[config.mk]
export PLATFORM = sky130hd
export DESIGN_NAME = pll_lock_seq
export DESIGN_NICKNAME = d
export VERILOG_FILES = /design/src/rtl/lks_pkg.sv /design/src/rtl/lks_interval_timer.sv /design/src/rtl/lks_step_counter.sv /design/src/rtl/pll_lock_seq.sv
export SDC_FILE = /design/constraint.sdc
export NUM_CORES = 1
export LEC_CHECK = 0
export BUFFER_PORTS_ARGS = -buffer_cell sky130_fd_sc_hd__buf_2
export CORE_AREA = 4 4 59 74
export DETAILED_ROUTE_END_ITERATION = 10
export DIE_AREA = 0 0 63 78
export RECOVER_POWER = 50
export SYNTH_ARGS = -nofsm -noshare
export SYNTH_HDL_FRONTEND = slang
export SYNTH_SLANG_ARGS = --single-unit
[constraint.sdc]
create_clock -name clk -period 3.05 [get_ports clk]
set_input_delay 0.7625 -clock clk [delete_from_list [all_inputs] [get_ports clk]]
set_output_delay 0.7625 -clock clk [all_outputs]
set_load 0.03 [all_outputs]
[src/rtl/lks_pkg.sv]
package lks_pkg;

  typedef enum logic [2:0] {
    ST_IDLE  = 3'd0,
    ST_PREP  = 3'd1,
    ST_CHECK = 3'd2,
    ST_WAIT  = 3'd3,
    ST_DONE  = 3'd4
  } lks_state_e;

  // Cycles of wait for a time in microseconds at a clock given in kHz.
  function automatic int unsigned wait_cycles(int unsigned clk_khz, int unsigned wait_us);
    int unsigned r;
    r = (clk_khz * wait_us) / 1000;
    if (r < 1) r = 1;
    return r;
  endfunction

  // Bits needed to hold indices 0 .. n-1.
  function automatic int unsigned cnt_width(int unsigned n);
    return (n > 1) ? $clog2(n) : 1;
  endfunction

endpackage

[src/rtl/lks_interval_timer.sv]
module lks_interval_timer #(
  parameter int unsigned CYCLES = 4
) (
  input  logic clk,
  input  logic rst_n,
  input  logic load,
  output logic expired
);
  localparam int unsigned CW = lks_pkg::cnt_width(CYCLES);

  logic [CW-1:0] cnt;
  logic          run;

  always_ff @(posedge clk or negedge rst_n) begin
    if (!rst_n) begin
      cnt <= '0;
      run <= 1'b0;
    end else if (load) begin
      cnt <= CW'(CYCLES - 1);
      run <= 1'b1;
    end else if (run) begin
      if (cnt == '0) run <= 1'b0;
      else           cnt <= cnt - 1'b1;
    end
  end

  assign expired = run && (cnt == '0);


  load_idle_chk: assert property (@(posedge clk) disable iff (!rst_n)
    load |=> run && (cnt == CW'(CYCLES - 1)));
endmodule

[src/rtl/lks_step_counter.sv]
module lks_step_counter #(
  parameter int unsigned LIMIT = 4
) (
  input  logic clk,
  input  logic rst_n,
  input  logic clr,
  input  logic inc,
  output logic [lks_pkg::cnt_width(LIMIT)-1:0] idx,
  output logic at_last
);
  localparam int unsigned IW = lks_pkg::cnt_width(LIMIT);

  always_ff @(posedge clk or negedge rst_n) begin
    if (!rst_n)   idx <= '0;
    else if (clr) idx <= '0;
    else if (inc) idx <= idx + 1'b1;
  end

  assign at_last = (idx == IW'(LIMIT - 1));


  no_overflow_chk: assert property (@(posedge clk) disable iff (!rst_n)
    (inc && !clr) |-> !at_last);
endmodule

[src/rtl/pll_lock_seq.sv]
module pll_lock_seq #(
  parameter int unsigned CLK_KHZ  = 50000,
  parameter int unsigned WAIT_US  = 50,
  parameter int unsigned POLLS    = 1000,
  parameter int unsigned ATTEMPTS = 3
) (
  input  logic                clk,
  input  logic                rst_n,
  input  logic                start,
  input  logic                lock_in,
  output logic                busy,
  output logic                done,
  output logic                lock_ok,
  output logic [ATTEMPTS-2:0] recover_pulse
);
  import lks_pkg::*;

  localparam int unsigned POLL_CYCLES = wait_cycles(CLK_KHZ, WAIT_US);
  localparam int unsigned AW = cnt_width(ATTEMPTS);
  localparam int unsigned PW = cnt_width(POLLS);

  lks_state_e state, state_nx;

  logic [AW-1:0] att_idx;
  logic [PW-1:0] poll_idx;
  logic att_last, poll_last, wait_done;

  // Named internal events
  logic accept, sample_hit, sample_miss, attempt_over, give_up, next_attempt, wait_go;

  assign accept       = start && (state == ST_IDLE);
  assign sample_hit   = (state == ST_CHECK) && lock_in;
  assign sample_miss  = (state == ST_CHECK) && !lock_in;
  assign attempt_over = sample_miss && poll_last;
  assign give_up      = attempt_over && att_last;
  assign next_attempt = attempt_over && !att_last;
  assign wait_go      = sample_miss && !poll_last;

  lks_step_counter #(.LIMIT(ATTEMPTS)) u_att (
    .clk(clk), .rst_n(rst_n), .clr(accept), .inc(next_attempt),
    .idx(att_idx), .at_last(att_last)
  );

  lks_step_counter #(.LIMIT(POLLS)) u_poll (
    .clk(clk), .rst_n(rst_n), .clr(accept || next_attempt), .inc(wait_go),
    .idx(poll_idx), .at_last(poll_last)
  );

  lks_interval_timer #(.CYCLES(POLL_CYCLES)) u_tmr (
    .clk(clk), .rst_n(rst_n), .load(wait_go), .expired(wait_done)
  );

  always_comb begin
    state_nx = state;
    unique case (state)
      ST_IDLE:  if (accept) state_nx = ST_PREP;
      ST_PREP:  state_nx = ST_CHECK;
      ST_CHECK: begin
        if (sample_hit || give_up) state_nx = ST_DONE;
        else if (next_attempt)     state_nx = ST_PREP;
        else                       state_nx = ST_WAIT;
      end
      ST_WAIT:  if (wait_done) state_nx = ST_CHECK;
      ST_DONE:  state_nx = ST_IDLE;
      default:  state_nx = ST_IDLE;
    endcase
  end

  always_ff @(posedge clk or negedge rst_n) begin
    if (!rst_n) begin
      state   <= ST_IDLE;
      lock_ok <= 1'b0;
    end else begin
      state <= state_nx;
      if (accept)          lock_ok <= 1'b0;
      else if (sample_hit) lock_ok <= 1'b1;
    end
  end

  assign busy = (state != ST_IDLE);
  assign done = (state == ST_DONE);

  for (genvar k = 0; k < ATTEMPTS - 1; k++) begin : g_recover
    assign recover_pulse[k] = (state == ST_PREP) && (att_idx == AW'(k + 1));
  end


  start_accept_chk: assert property (@(posedge clk) disable iff (!rst_n)
    (start && !busy) |=> (busy && !done && !lock_ok && (recover_pulse == '0)));

  start_ignored_chk: assert property (@(posedge clk) disable iff (!rst_n)
    (start && busy && !done) |=> busy);

  lock_seen_chk: assert property (@(posedge clk) disable iff (!rst_n)
    sample_hit |=> (done && lock_ok));

  wait_only_chk: assert property (@(posedge clk) disable iff (!rst_n)
    wait_done |-> (state == ST_WAIT));

  poll_range_chk: assert property (@(posedge clk) disable iff (!rst_n)
    poll_idx <= PW'(POLLS - 1));

  give_up_chk: assert property (@(posedge clk) disable iff (!rst_n)
    give_up |=> (done && !lock_ok));

  recover_onehot_chk: assert property (@(posedge clk) disable iff (!rst_n)
    $onehot0(recover_pulse));

  recover_once_chk: assert property (@(posedge clk) disable iff (!rst_n)
    (recover_pulse != '0) |=> (recover_pulse == '0) && (state == ST_CHECK));

  done_pulse_chk: assert property (@(posedge clk) disable iff (!rst_n)
    done |=> (!done && !busy));
endmodule

==> flow_summary.json <==
{
  "outcome": "finished, violations left",
  "violations": "capacitance limit, slew limit",
  "viasPerCell": 5.92,
  "utilization_pct": 48.4,
  "synthMostInstantiatedCell": "dfrtp_1",
  "ys_warn_count": 0,
  "total_power_mw": 1.43,
  "rsz0062_at_grt": "false",
  "wl_mm": 3.47,
  "dieArea_um2": 4910,
  "cts_buffers": 5,
  "rr_worst_depth": 6,
  "die_y_um": 78,
  "clock_path_buffers": 2,
  "drt-initial-drc-count": 45,
  "p_per_area_nw_per_um2": 793,
  "async_reset_ff_share_pct": 100,
  "synthTopCellsByCount": "dfrtp_1, nand2_1, a21oi_1, nor2_1, inv_1",
  "netlist_instances": 163,
  "setup_viol": 0,
  "yosysTopAreaCell": "dfrtp_1",
  "placed_cells": 211,
  "slew_viol_final": 30,
  "cp_num_buf_inv": 1,
  "cts-root-buf": "clkbuf_8",
  "postRouteAntennaNets": 0,
  "io_pins": 9,
  "core-area_um2": 3720,
  "synth-main-ff-cell": "dfrtp_1",
  "tightest_slew_ps": 1560,
  "num_rows": 25,
  "grt_antenna_before_repair": 0,
  "cts_sinks": 29,
  "max_stage_delay_ps": 640,
  "clkTransAtPathRegs_ps": 80,
  "finalSetupTns_ps": 0,
  "arrival_ps": 2480,
  "htree_levels": 2,
  "grt_max_degree": 30,
  "cts_tree": "built",
  "finalHoldWorstSlack_ps": 529,
  "synth_nets": 172,
  "slew_headroom_pct": -4.11,
  "drc": 0,
  "max_freq_ghz": 0.434,
  "start_util_pct": 42.8,
  "criticalPathCategory": "reg2reg",
  "grt_pass1_vias": 1320,
  "syn_area_um2": 1590,
  "vdd_ir_drop_max_v": 0.000312,
  "postCtsHoldBufs": 0,
  "maxCapViolCount": 1,
  "die-width_um": 63,
  "skew_ps": 13.7,
  "syn_avg_cell_area_um2": 9.77,
  "portBuffers": 8,
  "hold_violations": 0,
  "wl_per_cell_um": 15.8,
  "grt_overflow": 0,
  "dpl.hpwl_mm": 2.51,
  "slowest_stage": "or4b_2",
  "insertion_delay_ps": 280,
  "gp_congestion": 0.781,
  "synth_area_leaders": "dfrtp_1, a21oi_1, ha_1",
  "first_pass_iters": 4,
  "worstPathRequired_ps": 3220,
  "cts-resized-gates": 0,
  "critPathCaptureType": "flop",
  "syn2layout_area_growth_pct": 13.0,
  "hold_depth": 2,
  "finalNonFillerCells": 219,
  "crit_cells": 6,
  "grt.total_usage_pct": 15.8,
  "synth_edf_count": 0,
  "synth_seq_cells": 29,
  "min_period_over_period_pct": 75.6,
  "seq_area_frac_synth_pct": 45.6,
  "grt_pass1_wl_mm": 6.09,
  "min_period_ps": 2300,
  "p_leak_nw": 0.723,
  "holdCritPathClass": "reg2reg",
  "vias": 1296,
  "crit_chain": "inv_1 > ha_1 > or4b_2 > nor2_1 > a2111oi_0 > a211o_1",
  "n_fill_cell": 367,
  "n_antenna_cell": 0,
  "start_kind": "flop",
  "drive_above_1_share_pct": 15.1,
  "postCtsSetupBuffers": 0,
  "yosysTopAreaCellShare_pct": 45.6,
  "crit_family": "simple AND/OR/NAND/NOR gates",
  "final_nets": 187,
  "cp_max_fo": 8,
  "synth.distinct_cells": 39
}
[power by group]
part	total, mW	internal [mW]	switching [mW]
logic	0.418	0.164	0.254
registers	0.587	0.475	0.112
clock network	0.423	0.266	0.157
[through the flow]
step,area (um2),worst slack [ps]
2_1_floorplan,1590,661
4_1_cts,1800,726
3_3_place_gp,1680,575
3_5_place_dp,1680,528
5_1_grt,1800,559
6_report,1800,746
[worst min-delay path: cells and delay by family (launching register included)]
kind / cells / cell delay [ps]
flops: 1 / 360
simple gates: 1 / 60
xor+xnor: 1 / 70
[registers in the layout, indices dropped and copies added (netlist names)]
name and cells:
state 3, lock_ok 1, u_tmr.cnt 12, u_att.idx 2
u_poll.idx 10, u_tmr.run 1
[layout by cell type (no fill, tap or decap), types with 3 or more instances in the layout]
cell type and instances:
inv_1 9, nor2_1 10, nand3_1 8, or3_1 8
buf_2 6, o31ai_1 8, nor3_1 3, or4_1 7
xor2_1 3, clkbuf_8 6, nand4_1 3, dfrtp_1 29
nand2_1 16, a21oi_1 14, ha_1 5, o211ai_1 4
o21ai_0 5
[worst paths after layout]
| kind | endpoint | start | slack [ps] |
|---|---|---|---|
| max in group asynchronous | u_tmr.cnt[1] | rst_n | 1280 |
| max | state[0] | u_tmr.cnt[0] | 750 |
| min | u_tmr.cnt[11] | u_tmr.cnt[11] | 530 |
| min reg2reg | u_tmr.cnt[11] | u_tmr.cnt[11] | 530 |
| min in group asynchronous | lock_ok | rst_n | 850 |
| max reg2reg | state[0] | u_tmr.cnt[0] | 750 |
[kinds of logic (layout without fill, tap and decap cells)]
| family | Yosys count | after routing | synth area share, % |
|---|---|---|---|
| AND/OR/NAND/NOR | 75 | 75 | 28.3 |
| AO/OA/AOI/OAI | 36 | 36 | 14.8 |
| flip-flops | 29 | 29 | 45.6 |
| buffers and inverters | 11 | 27 | 3.06 |
| adder cells (fa/ha/maj) | 5 | 5 | 3.93 |
| XOR/XNOR | 5 | 5 | 2.75 |
| multiplexers | 2 | 2 | 1.57 |
[area by class of cell]
class	count	area (um2)	area share (%)
inverter	9	33.8	1.88
tap	40	50.0	2.78
timing repair buffer	10	52.6	2.92
clock inverter	2	37.5	2.08
multi-input combinational	123	818	45.4
sequential	29	726	40.3
clock buffer	6	82.6	4.59
[metal layers]
metal / vias up / global-route usage, % / part of all wire, % / wire length [um]
met5: - / 0 / 0 / 0
met4: 0 / 6.18 / 0.69 / 24
met3: 2 / 3.76 / 3.4 / 119
met2: 24 / 28.7 / 53 / 1850
met1: 630 / 17.4 / 42 / 1470
li1: 640 / - / - / -
Note: power is estimated with default switching activity, not from simulation.
